<file path="src/rtl/tlb_pkg.sv">
package tlb_pkg;
  typedef enum logic [1:0] {
    ACC_READ  = 2'b00,
    ACC_WRITE = 2'b01,
    ACC_EXEC  = 2'b10,
    ACC_RSVD  = 2'b11
  } acc_e;

  localparam int PERM_W  = 3;
  localparam int PERM_RD = 0;
  localparam int PERM_WR = 1;
  localparam int PERM_EX = 2;

  function automatic logic acc_allowed(input logic [1:0] acc, input logic [PERM_W-1:0] perm);
    case (acc)
      ACC_READ:  return perm[PERM_RD];
      ACC_WRITE: return perm[PERM_WR];
      ACC_EXEC:  return perm[PERM_EX];
      default:   return 1'b0;
    endcase
  endfunction
endpackage

</file>
<file path="src/rtl/tlb_cam.sv">
module tlb_cam #(
  parameter int N      = 16,
  parameter int VPN_W  = 20,
  parameter int ASID_W = 8
) (
  input  logic [N-1:0]             valid_i,
  input  logic [N-1:0][VPN_W-1:0]  vpn_i,
  input  logic [N-1:0][ASID_W-1:0] asid_i,
  input  logic [VPN_W-1:0]         key_vpn_i,
  input  logic [ASID_W-1:0]        key_asid_i,
  output logic [N-1:0]             match_o
);
  for (genvar g = 0; g < N; g++) begin : g_cmp
    assign match_o[g] = valid_i[g] && (vpn_i[g] == key_vpn_i) && (asid_i[g] == key_asid_i);
  end
endmodule

</file>
<file path="src/rtl/tlb_pick.sv">
module tlb_pick #(
  parameter int N     = 16,
  localparam int IDX_W = $clog2(N)
) (
  input  logic [N-1:0]     req_i,
  output logic [N-1:0]     oh_o,
  output logic [IDX_W-1:0] idx_o,
  output logic             any_o
);
  always_comb begin
    oh_o  = '0;
    idx_o = '0;
    any_o = 1'b0;
    for (int i = N - 1; i >= 0; i--) begin
      if (req_i[i]) begin
        oh_o  = '0;
        oh_o[i] = 1'b1;
        idx_o = IDX_W'(i);
        any_o = 1'b1;
      end
    end
  end
endmodule

</file>
<file path="src/rtl/tlb_rr_ptr.sv">
module tlb_rr_ptr #(
  parameter int N     = 16,
  localparam int IDX_W = $clog2(N)
) (
  input  logic             clk_i,
  input  logic             rst_ni,
  input  logic             adv_i,
  output logic [IDX_W-1:0] ptr_o
);
  always_ff @(posedge clk_i or negedge rst_ni) begin
    if (!rst_ni)    ptr_o <= '0;
    else if (adv_i) ptr_o <= (ptr_o == IDX_W'(N - 1)) ? '0 : ptr_o + 1'b1;
  end
endmodule

</file>
<file path="src/rtl/tlb_top.sv">
module tlb_top #(
  parameter int N      = 16,
  parameter int VA_W   = 32,
  parameter int PA_W   = 32,
  parameter int ASID_W = 8,
  parameter int OFF_W  = 12,
  localparam int VPN_W = VA_W - OFF_W,
  localparam int PFN_W = PA_W - OFF_W,
  localparam int IDX_W = $clog2(N)
) (
  input  logic              clk_i,
  input  logic              rst_ni,
  input  logic              lk_valid_i,
  input  logic [VA_W-1:0]   lk_vaddr_i,
  input  logic [ASID_W-1:0] lk_asid_i,
  input  logic [1:0]        lk_acc_i,
  output logic              lk_hit_o,
  output logic              lk_miss_o,
  output logic              lk_fault_o,
  output logic [PA_W-1:0]   lk_paddr_o,
  output logic              lk_use_o,
  output logic              lk_dirty_o,
  input  logic              fill_valid_i,
  input  logic [VPN_W-1:0]  fill_vpn_i,
  input  logic [ASID_W-1:0] fill_asid_i,
  input  logic [PFN_W-1:0]  fill_pfn_i,
  input  logic [2:0]        fill_perm_i,
  input  logic              flush_i,
  input  logic              flush_all_i,
  input  logic [ASID_W-1:0] flush_asid_i
);
  import tlb_pkg::*;

  logic [N-1:0]             valid_q, use_q, dirty_q;
  logic [N-1:0][VPN_W-1:0]  vpn_q;
  logic [N-1:0][ASID_W-1:0] asid_q;
  logic [N-1:0][PFN_W-1:0]  pfn_q;
  logic [N-1:0][PERM_W-1:0] perm_q;

  logic [N-1:0]     match_raw, match_oh, flush_hit;
  logic [IDX_W-1:0] match_idx, fill_ptr_q;
  logic             any_match, perm_ok, fill_go, wr_hit;

  tlb_cam #(.N(N), .VPN_W(VPN_W), .ASID_W(ASID_W)) u_cam (
    .valid_i    (valid_q),
    .vpn_i      (vpn_q),
    .asid_i     (asid_q),
    .key_vpn_i  (lk_vaddr_i[VA_W-1:OFF_W]),
    .key_asid_i (lk_asid_i),
    .match_o    (match_raw)
  );

  tlb_pick #(.N(N)) u_pick (
    .req_i (match_raw),
    .oh_o  (match_oh),
    .idx_o (match_idx),
    .any_o (any_match)
  );

  assign perm_ok    = acc_allowed(lk_acc_i, perm_q[match_idx]);
  assign lk_hit_o   = lk_valid_i && any_match && perm_ok;
  assign lk_fault_o = lk_valid_i && any_match && !perm_ok;
  assign lk_miss_o  = lk_valid_i && !any_match;
  assign lk_paddr_o = lk_hit_o ? {pfn_q[match_idx], lk_vaddr_i[OFF_W-1:0]} : '0;
  assign lk_use_o   = (lk_valid_i && any_match) ? use_q[match_idx]   : 1'b0;
  assign lk_dirty_o = (lk_valid_i && any_match) ? dirty_q[match_idx] : 1'b0;
  assign wr_hit     = lk_hit_o && (lk_acc_i == ACC_WRITE);

  // flush wins over a refill in the same cycle
  assign fill_go = fill_valid_i && !flush_i;

  tlb_rr_ptr #(.N(N)) u_ptr (
    .clk_i  (clk_i),
    .rst_ni (rst_ni),
    .adv_i  (fill_go),
    .ptr_o  (fill_ptr_q)
  );

  for (genvar g = 0; g < N; g++) begin : g_ent
    logic fill_here;
    assign flush_hit[g] = flush_i && (flush_all_i || asid_q[g] == flush_asid_i);
    assign fill_here    = fill_go && (fill_ptr_q == IDX_W'(g));

    always_ff @(posedge clk_i or negedge rst_ni) begin
      if (!rst_ni) begin
        valid_q[g] <= 1'b0;
        use_q[g]   <= 1'b0;
        dirty_q[g] <= 1'b0;
      end else begin
        if (lk_valid_i && match_oh[g]) begin
          use_q[g] <= 1'b1;
          if (wr_hit) dirty_q[g] <= 1'b1;
        end
        if (flush_hit[g]) valid_q[g] <= 1'b0;
        if (fill_here) begin
          valid_q[g] <= 1'b1;
          use_q[g]   <= 1'b0;
          dirty_q[g] <= 1'b0;
        end
      end
    end

    always_ff @(posedge clk_i) begin
      if (fill_here) begin
        vpn_q[g]  <= fill_vpn_i;
        asid_q[g] <= fill_asid_i;
        pfn_q[g]  <= fill_pfn_i;
        perm_q[g] <= fill_perm_i;
      end
    end
  end
endmodule

</file>
<file path="config.mk">
export PLATFORM = sky130hd
export DESIGN_NAME = tlb_top
export DESIGN_NICKNAME = d
export VERILOG_FILES = /design/src/rtl/tlb_pkg.sv /design/src/rtl/tlb_cam.sv /design/src/rtl/tlb_pick.sv /design/src/rtl/tlb_rr_ptr.sv /design/src/rtl/tlb_top.sv
export SDC_FILE = /design/constraint.sdc
export NUM_CORES = 1
export LEC_CHECK = 0
export ABC_AREA = 1
export BUFFER_PORTS_ARGS = -buffer_cell sky130_fd_sc_hd__buf_2
export CELL_PAD_IN_SITES_DETAIL_PLACEMENT = 0
export CELL_PAD_IN_SITES_GLOBAL_PLACEMENT = 2
export CORE_MARGIN = 2
export CORE_UTILIZATION = 30
export CTS_BUF_LIST = sky130_fd_sc_hd__clkbuf_4 sky130_fd_sc_hd__clkbuf_8 sky130_fd_sc_hd__clkbuf_16
export DETAILED_ROUTE_END_ITERATION = 10
export GPL_TIMING_DRIVEN = 0
export HOLD_SLACK_MARGIN = 0.02
export PLACE_DENSITY = 0.72
export SYNTH_ARGS = -nofsm -noshare
export SYNTH_HDL_FRONTEND = slang
export SYNTH_SLANG_ARGS = --single-unit
</file>
<file path="constraint.sdc">
create_clock -name clk_i -period 6.05 [get_ports clk_i]
set_clock_uncertainty 0.2 [all_clocks]
set_input_delay 0.9075 -clock clk_i [delete_from_list [all_inputs] [get_ports clk_i]]
set_output_delay 0.9075 -clock clk_i [all_outputs]
set_load 0.02 [all_outputs]
</file>
**After elaboration in Yosys (flattened, before gate mapping)**

Index checks and enable logic that the tools add are counted.

- Register bits after elaboration: 868
- Input bits: 107
- Word-level logic and storage cells: 509
- Output and inout bits: 37

- $add $sub $neg: 1
- Order comparisons: 1
- Equal/unequal tests: 65
- Multiplexer cells: 158
- Reduce and logical (&&, ||, !) cells: 171

Operators by type and width:

| cell | count |
|---|---|
| equality test 20 bit | 16 |
| equality test 8 bit | 32 |
| two-way mux 16 bit | 16 |
| two-way mux 1 bit | 117 |
| nonzero test 2 bit | 48 |
| logical AND 1 bit | 86 |
| binary-select mux 20 bit (select 4 bit) | 1 |
| two-way mux 4 bit | 17 |
| equality test 4 bit (second input constant) | 8 |
| two-way mux 32 bit | 1 |
| AND reduction 2 bit | 16 |
| two-way mux 20 bit | 1 |
| equality test 4 x 3 -> 1 bit (second input constant) | 4 |
| logical OR 1 bit | 16 |
| binary-select mux 3 bit (select 4 bit) | 1 |
| binary-select mux 1 bit (select 4 bit) | 2 |
| equality test 4 x 2 -> 1 bit (second input constant) | 2 |
| < comparator 4 x 5 -> 1 bit (second input constant) | 1 |
| adder 4 x 1 -> 4 bit (second input constant) | 1 |
| equality test 4 x 1 -> 1 bit (second input constant) | 1 |
| logical NOT 4 bit | 1 |
| logical NOT 1 bit | 3 |
| two-way mux 3 bit | 1 |
| case mux 1 bit (3 select lines) | 1 |
| other kinds (3) | 3 |

**Logic depth before layout (Yosys ltp)**

- Depth in word-level cells: 27
- Mapped depth: 36
- Depth with buffers taken out: 33

**Hierarchy**

A second synthesis with hierarchy kept.

- Cell total of the unflattened synthesis: 4,385
- Area, all modules: 41,255.8 um^2

Modules (own cells, without submodules):

| module | cells each | instances | area each (um^2) | sequential area each (um^2) |
|---|---|---|---|---|
| tlb_top | 2,212 | 1 | 32,407.3 | 25,704.7 |
| tlb_cam | 2,068 | 1 | 8,260.4 | 0.0 |
| tlb_pick | 82 | 1 | 395.4 | 0.0 |
| tlb_rr_ptr | 23 | 1 | 192.7 | 100.1 |

**Worst setup path after synthesis**

Ideal clock, no wire load.

- Path type: input-to-output
- Start point: input port lk_asid_i[1]
- End point: output port lk_dirty_o
- Data required time: 4.943 ns
- Path slack: 1.143 ns
- Arrival: 3.799 ns
- Path buffers: 5
- Stages on the path: 23
- Path through: buf_2 -> buf_6 -> xor2_1 -> nor4_1 -> nand4_1 -> nor3_1 -> nand2_1 -> nand2_1 -> nand2_1 -> nand2_1 -> nand2_1 -> nand2_1 -> nand2_2 -> nand2_2 -> buf_6 -> clkinv_2 -> buf_2 -> buf_2 -> nand2_1 -> a21oi_1 -> a211oi_1 -> a211oi_1 -> nor3b_1

- Cells in the longest elaborated chain, start to end: 21
- Elaborated cells between the ends (all ways): 68
- Classes of those cells: eq/ne: 16; mux: 35; reduce/logical: 17

RTL lines:

| element | RTL line | text |
|---|---|---|
| start: declaration | tlb_top.sv:15 | `input logic [ASID_W-1:0] lk_asid_i,` |
| equality test 8 bit | tlb_cam.sv:14 | `assign match_o[g] = valid_i[g] && (vpn_i[g] == key_vpn_i) && (asid_i[g] == key_asid_i);` |
| logical AND 1 bit | tlb_cam.sv:14 |  |
| two-way mux 4 bit (16 in a row) | tlb_pick.sv:15 | `if (req_i[i]) begin` |
| binary-select mux 1 bit (select 4 bit) | tlb_top.sv:66 | `assign lk_dirty_o = (lk_valid_i && any_match) ? dirty_q[match_idx] : 1'b0;` |
| two-way mux 1 bit (not written as such) | tlb_top.sv:66 |  |
| two-way mux 1 bit * | tlb_top.sv:66 |  |
| end: declaration | tlb_top.sv:22 | `output logic lk_dirty_o,` |

Every way passes the cells marked *; elsewhere a longest branch is shown, timed or not. The select of a mux whose other input is x is not followed.

**Worst setup path after layout**

- Start point: input port lk_vaddr_i[18]
- End point: output port lk_paddr_o[30]

- Cells in the longest elaborated chain, start to end: 24
- Elaborated cells between the ends (all ways): 88
- Classes of those cells: eq/ne: 16; mux: 38; reduce/logical: 34

RTL lines:

| element | RTL line | text |
|---|---|---|
| start: declaration | tlb_top.sv:14 | `input logic [VA_W-1:0] lk_vaddr_i,` |
| equality test 20 bit | tlb_cam.sv:14 |  |
| logical AND 1 bit (2 in a row) | tlb_cam.sv:14 |  |
| two-way mux 4 bit (16 in a row) | tlb_pick.sv:15 |  |
| binary-select mux 3 bit (select 4 bit) | tlb_top.sv:60 | `assign perm_ok = acc_allowed(lk_acc_i, perm_q[match_idx]);` |
| two-way mux 3 bit (not written as such) | tlb_top.sv:60 |  |
| case mux 1 bit (3 select lines) | tlb_pkg.sv:15 | `case (acc)` |
| logical AND 1 bit | tlb_top.sv:61 | `assign lk_hit_o = lk_valid_i && any_match && perm_ok;` |
| two-way mux 32 bit * | tlb_top.sv:64 | `assign lk_paddr_o = lk_hit_o ? {pfn_q[match_idx], lk_vaddr_i[OFF_W-1:0]} : '0;` |
| end: declaration | tlb_top.sv:20 | `output logic [PA_W-1:0] lk_paddr_o,` |

Marks and branches as above.

==> metrics <==
Residual DRC=0; via/cell ratio=roughly 5.2; number of buffers and inverters on the critical path=8; Synth Area in Compound Gates=a little under a tenth; hold slack=0.0709 ns; yosys warns=0; worst r2r src=asid_q[114]; post-synthesis xor/xnor area fraction=4.06%; Slew headroom=between 20% and 30%; slowest stage delay, CP=roughly 0.4 ns; # diodes=0; Core Region=around 0.13 mm²; Cell variety after synth=64; Min Clock Period, post-route=between 5 and 6 ns; Multi-input gate area=0.0117 mm²; Slowest-stage cell, CP=nor4_1; clock buffer depth=3; PortBufs=approximately 120; worst skew pair latency=~0.70 ns; GPL Wtd Cong=slightly below 0.9; largest net degree at the start of global routing=53; share of post-route cells with drive strength above 1=a little under a fifth; total gr overflow=0; I/O pin total=around 140; starting density of the core=30.2%; clock tree from TritonCTS=yes; simple-gate share of the synthesized area=14.9%; critical path data arrival time=4.86 ns; initial antenna violation count=12; die height=approximately 360 µm; Syn Area/Cell=between 10 and 15 µm²; outcome=complete, no violations; Hold Violations, Final=0; reg2reg end=dirty_q[0]; FF+latch count, synth=around 870; cell chosen for the clock root=clkbuf_16; Final nets=between 3000 and 4000; Die Wd=between 300 and 400 µm; final wirelength=approximately 150000 µm; Synth Cell Area=roughly 0.039 mm²; commonest non-fill, non-tap cell in the layout=edfxtp_1; Area Growth Syn to Fin=20.6%; Storage cell area=roughly 0.026 mm²; post-synthesis async set-or-reset flop share=under 10%; commonest non-fill, non-tap cells in the layout=edfxtp_1, nand2_1, nor2_1; most used cell along the critical path=nand2_1; # fillers=between 10000 and 15000; WL/cell=about 28 µm; Global Route Usage Sum=between 20% and 30%; Critical Path RT=4.94 ns; Crit. End Element=output pin; Final Instance Count excl. Fillers=~5500; sequential element share of the synthesized area=between 60% and 70%; DR iter-0 viols=around 3700; Final Cycle Share=between 90% and 100%; Synth Instances=3432; Post-synth EDFFs=~820; vias in the first global route=around 27000; ys flop type=edfxtp_1; Final Slew Violations=0; first-pass GRT wire length=approximately 210000 µm; FMAX=between 150 and 200 MHz; First-pass DRT Iterations=6; Worst path top cell family by delay=buffers and inverters; Setup violations, final=0; leakage power=~17 nW; FF-to-FF setup slack=approximately 1.9 ns; Sink Count=between 800 and 900; clock-pin slew on the worst setup and hold paths=~0.06 ns; largest family of logic cells by synthesized area=simple AND/OR/NAND/NOR gates; type of origin of the critical path=primary input; Die Area=roughly 0.13 mm²; Num CTS Buffers=94; H-tree levels=3; type of the worst min-delay path=in2async; placed wire-length estimate=roughly 110000 µm; post-synthesis adder-cell area fraction=less than 1%; dpl cells=5328; multiplexer area fraction after synthesis=less than 1%; measured slew at the worst slew-check pin=1.20 ns; Max-Cap Viols=0; critical-path maximum fanout=10; Syn Nets=about 3500; vias after detailed routing=approximately 29000; row count=about 130; WS Path Type=in2out; peak supply drop=0.209 mV; Cell Chain, Critical Path=buf_2 -> buf_4 -> xnor2_1 -> nand3_1 -> nor4_1 -> nand3_2 -> inv_1 -> a21oi_1 -> nand2_1 -> nand3_1 -> nand2_1 -> a21oi_4 -> inv_2 -> clkbuf_4 -> buf_6 -> clkbuf_4 -> o21ai_0 -> o22ai_1 -> nand2_1 -> a32o_1 -> nor2_1 -> buf_2; R2R depth=34; hold buffer count at CTS=0; Pwr Density=307 mW/mm²; antenna-violating nets left=0
==> worst max path at each step <==
| stage | start | end | cells after the start | slack (ns) |
|---|---|---|---|---|
| CTS | lk_asid_i[0] | lk_paddr_o[29] | 20 | 0.002 |
| global placement | flush_i | use_q[9] | 6 | -2.61 |
| detailed placement | lk_vaddr_i[18] | lk_dirty_o | 19 | -1.32 |
| finish | lk_vaddr_i[18] | lk_paddr_o[30] | 22 | 0.09 |
| global route | lk_vaddr_i[18] | lk_paddr_o[24] | 28 | -0.04 |
| floorplan | lk_asid_i[1] | lk_dirty_o | 23 | 1.14 |
==> kinds of logic (layout without fill, tap and decap cells) <==
group | after synthesis | count (layout)
simple gates | 1342 | 1342
flops | 868 | 868
compound gates | 605 | 605
buf+inv | 431 | 783
xor+xnor | 181 | 181
fa+ha+maj | 4 | 4
mux | 1 | 1
==> stage by stage <==
stage                     cell area [µm²]  utilization (%)  worst slack (ns)  total power [mW]   TNS, ns
after global routing                47100             36.4           -0.0374              14.9    -0.253
final                               47100             36.4            0.0857              14.5         0
after floorplan                     39000                -              1.14              7.82         0
after CTS                           46400             35.9           0.00168              14.5         0
after detailed placement            42600             32.9             -1.32              8.51    -38.38
after global placement              41800             32.3             -2.61              8.46  -1397.58
==> synthesized netlist by cell type, types with 6 or more instances <==
cell | number | area share, %
o2111ai_1 | 30 | 0.67
a221oi_1 | 9 | 0.20
buf_2 | 53 | 0.68
a21oi_1 | 62 | 0.80
clkbuf_1 | 59 | 0.57
edfxtp_1 | 816 | 63
a22o_1 | 6 | 0.13
o221ai_1 | 11 | 0.25
nand4_1 | 72 | 1.2
nor2_4 | 10 | 0.29
o21ai_1 | 15 | 0.19
buf_4 | 23 | 0.44
o22ai_1 | 141 | 2.3
a211oi_1 | 20 | 0.38
xor2_1 | 54 | 1.2
xnor2_1 | 127 | 2.9
nand3_1 | 100 | 1.3
o21ai_0 | 269 | 3.5
buf_6 | 33 | 0.95
nor3_1 | 19 | 0.24
nand3b_1 | 7 | 0.13
inv_1 | 227 | 2.2
a32o_1 | 20 | 0.51
inv_2 | 22 | 0.21
nor2_1 | 334 | 3.2
inv_4 | 7 | 0.11
or2_2 | 45 | 0.72
dfrtp_1 | 52 | 3.3
nor4_1 | 44 | 0.71
nand2_1 | 683 | 6.6
==> per-layer routing <==
layer / part of all wire [%] / vias up / global-route usage (%)
li1: - / 12700 / -
met1: 43 / 14300 / 31.9
met2: 44 / 1438 / 34.1
met3: 10 / 211 / 5.24
met4: 3.4 / 2 / 8.52
met5: 0.0058 / - / 0
==> area by class of cell <==
class,instances,share of cell area (%)
Buffer,173,3.12
Clock buffer,124,5.62
Clock inverter,50,1.19
Inverter,258,2.16
Multi-Input combinational cell,2133,24.9
Sequential cell,868,54.8
Tap cell,1742,4.63
Timing Repair Buffer,178,3.48
==> registers in the layout, indices dropped and copies added, names as in the netlist <==
signal and cells:
u_ptr.ptr_o 4, vpn_q 320, asid_q 128, use_q 16
pfn_q 320, dirty_q 16, perm_q 48, valid_q 16
==> where the power goes <==
part / internal, mW / leakage, nW / switching (mW)
Clock: 3.45 / 1.60 / 2.55
Combinational: 0.399 / 7.23 / 0.982
Sequential: 6.92 / 8.01 / 0.161
==> timing repair <==
item,CTS,global route
gates cloned,0,5
pin swaps,18,23
endpoints found under the setup margin,36,36
resized for setup,151,153
buffers inserted,10,9
Power figures use the tool's default switching activity.
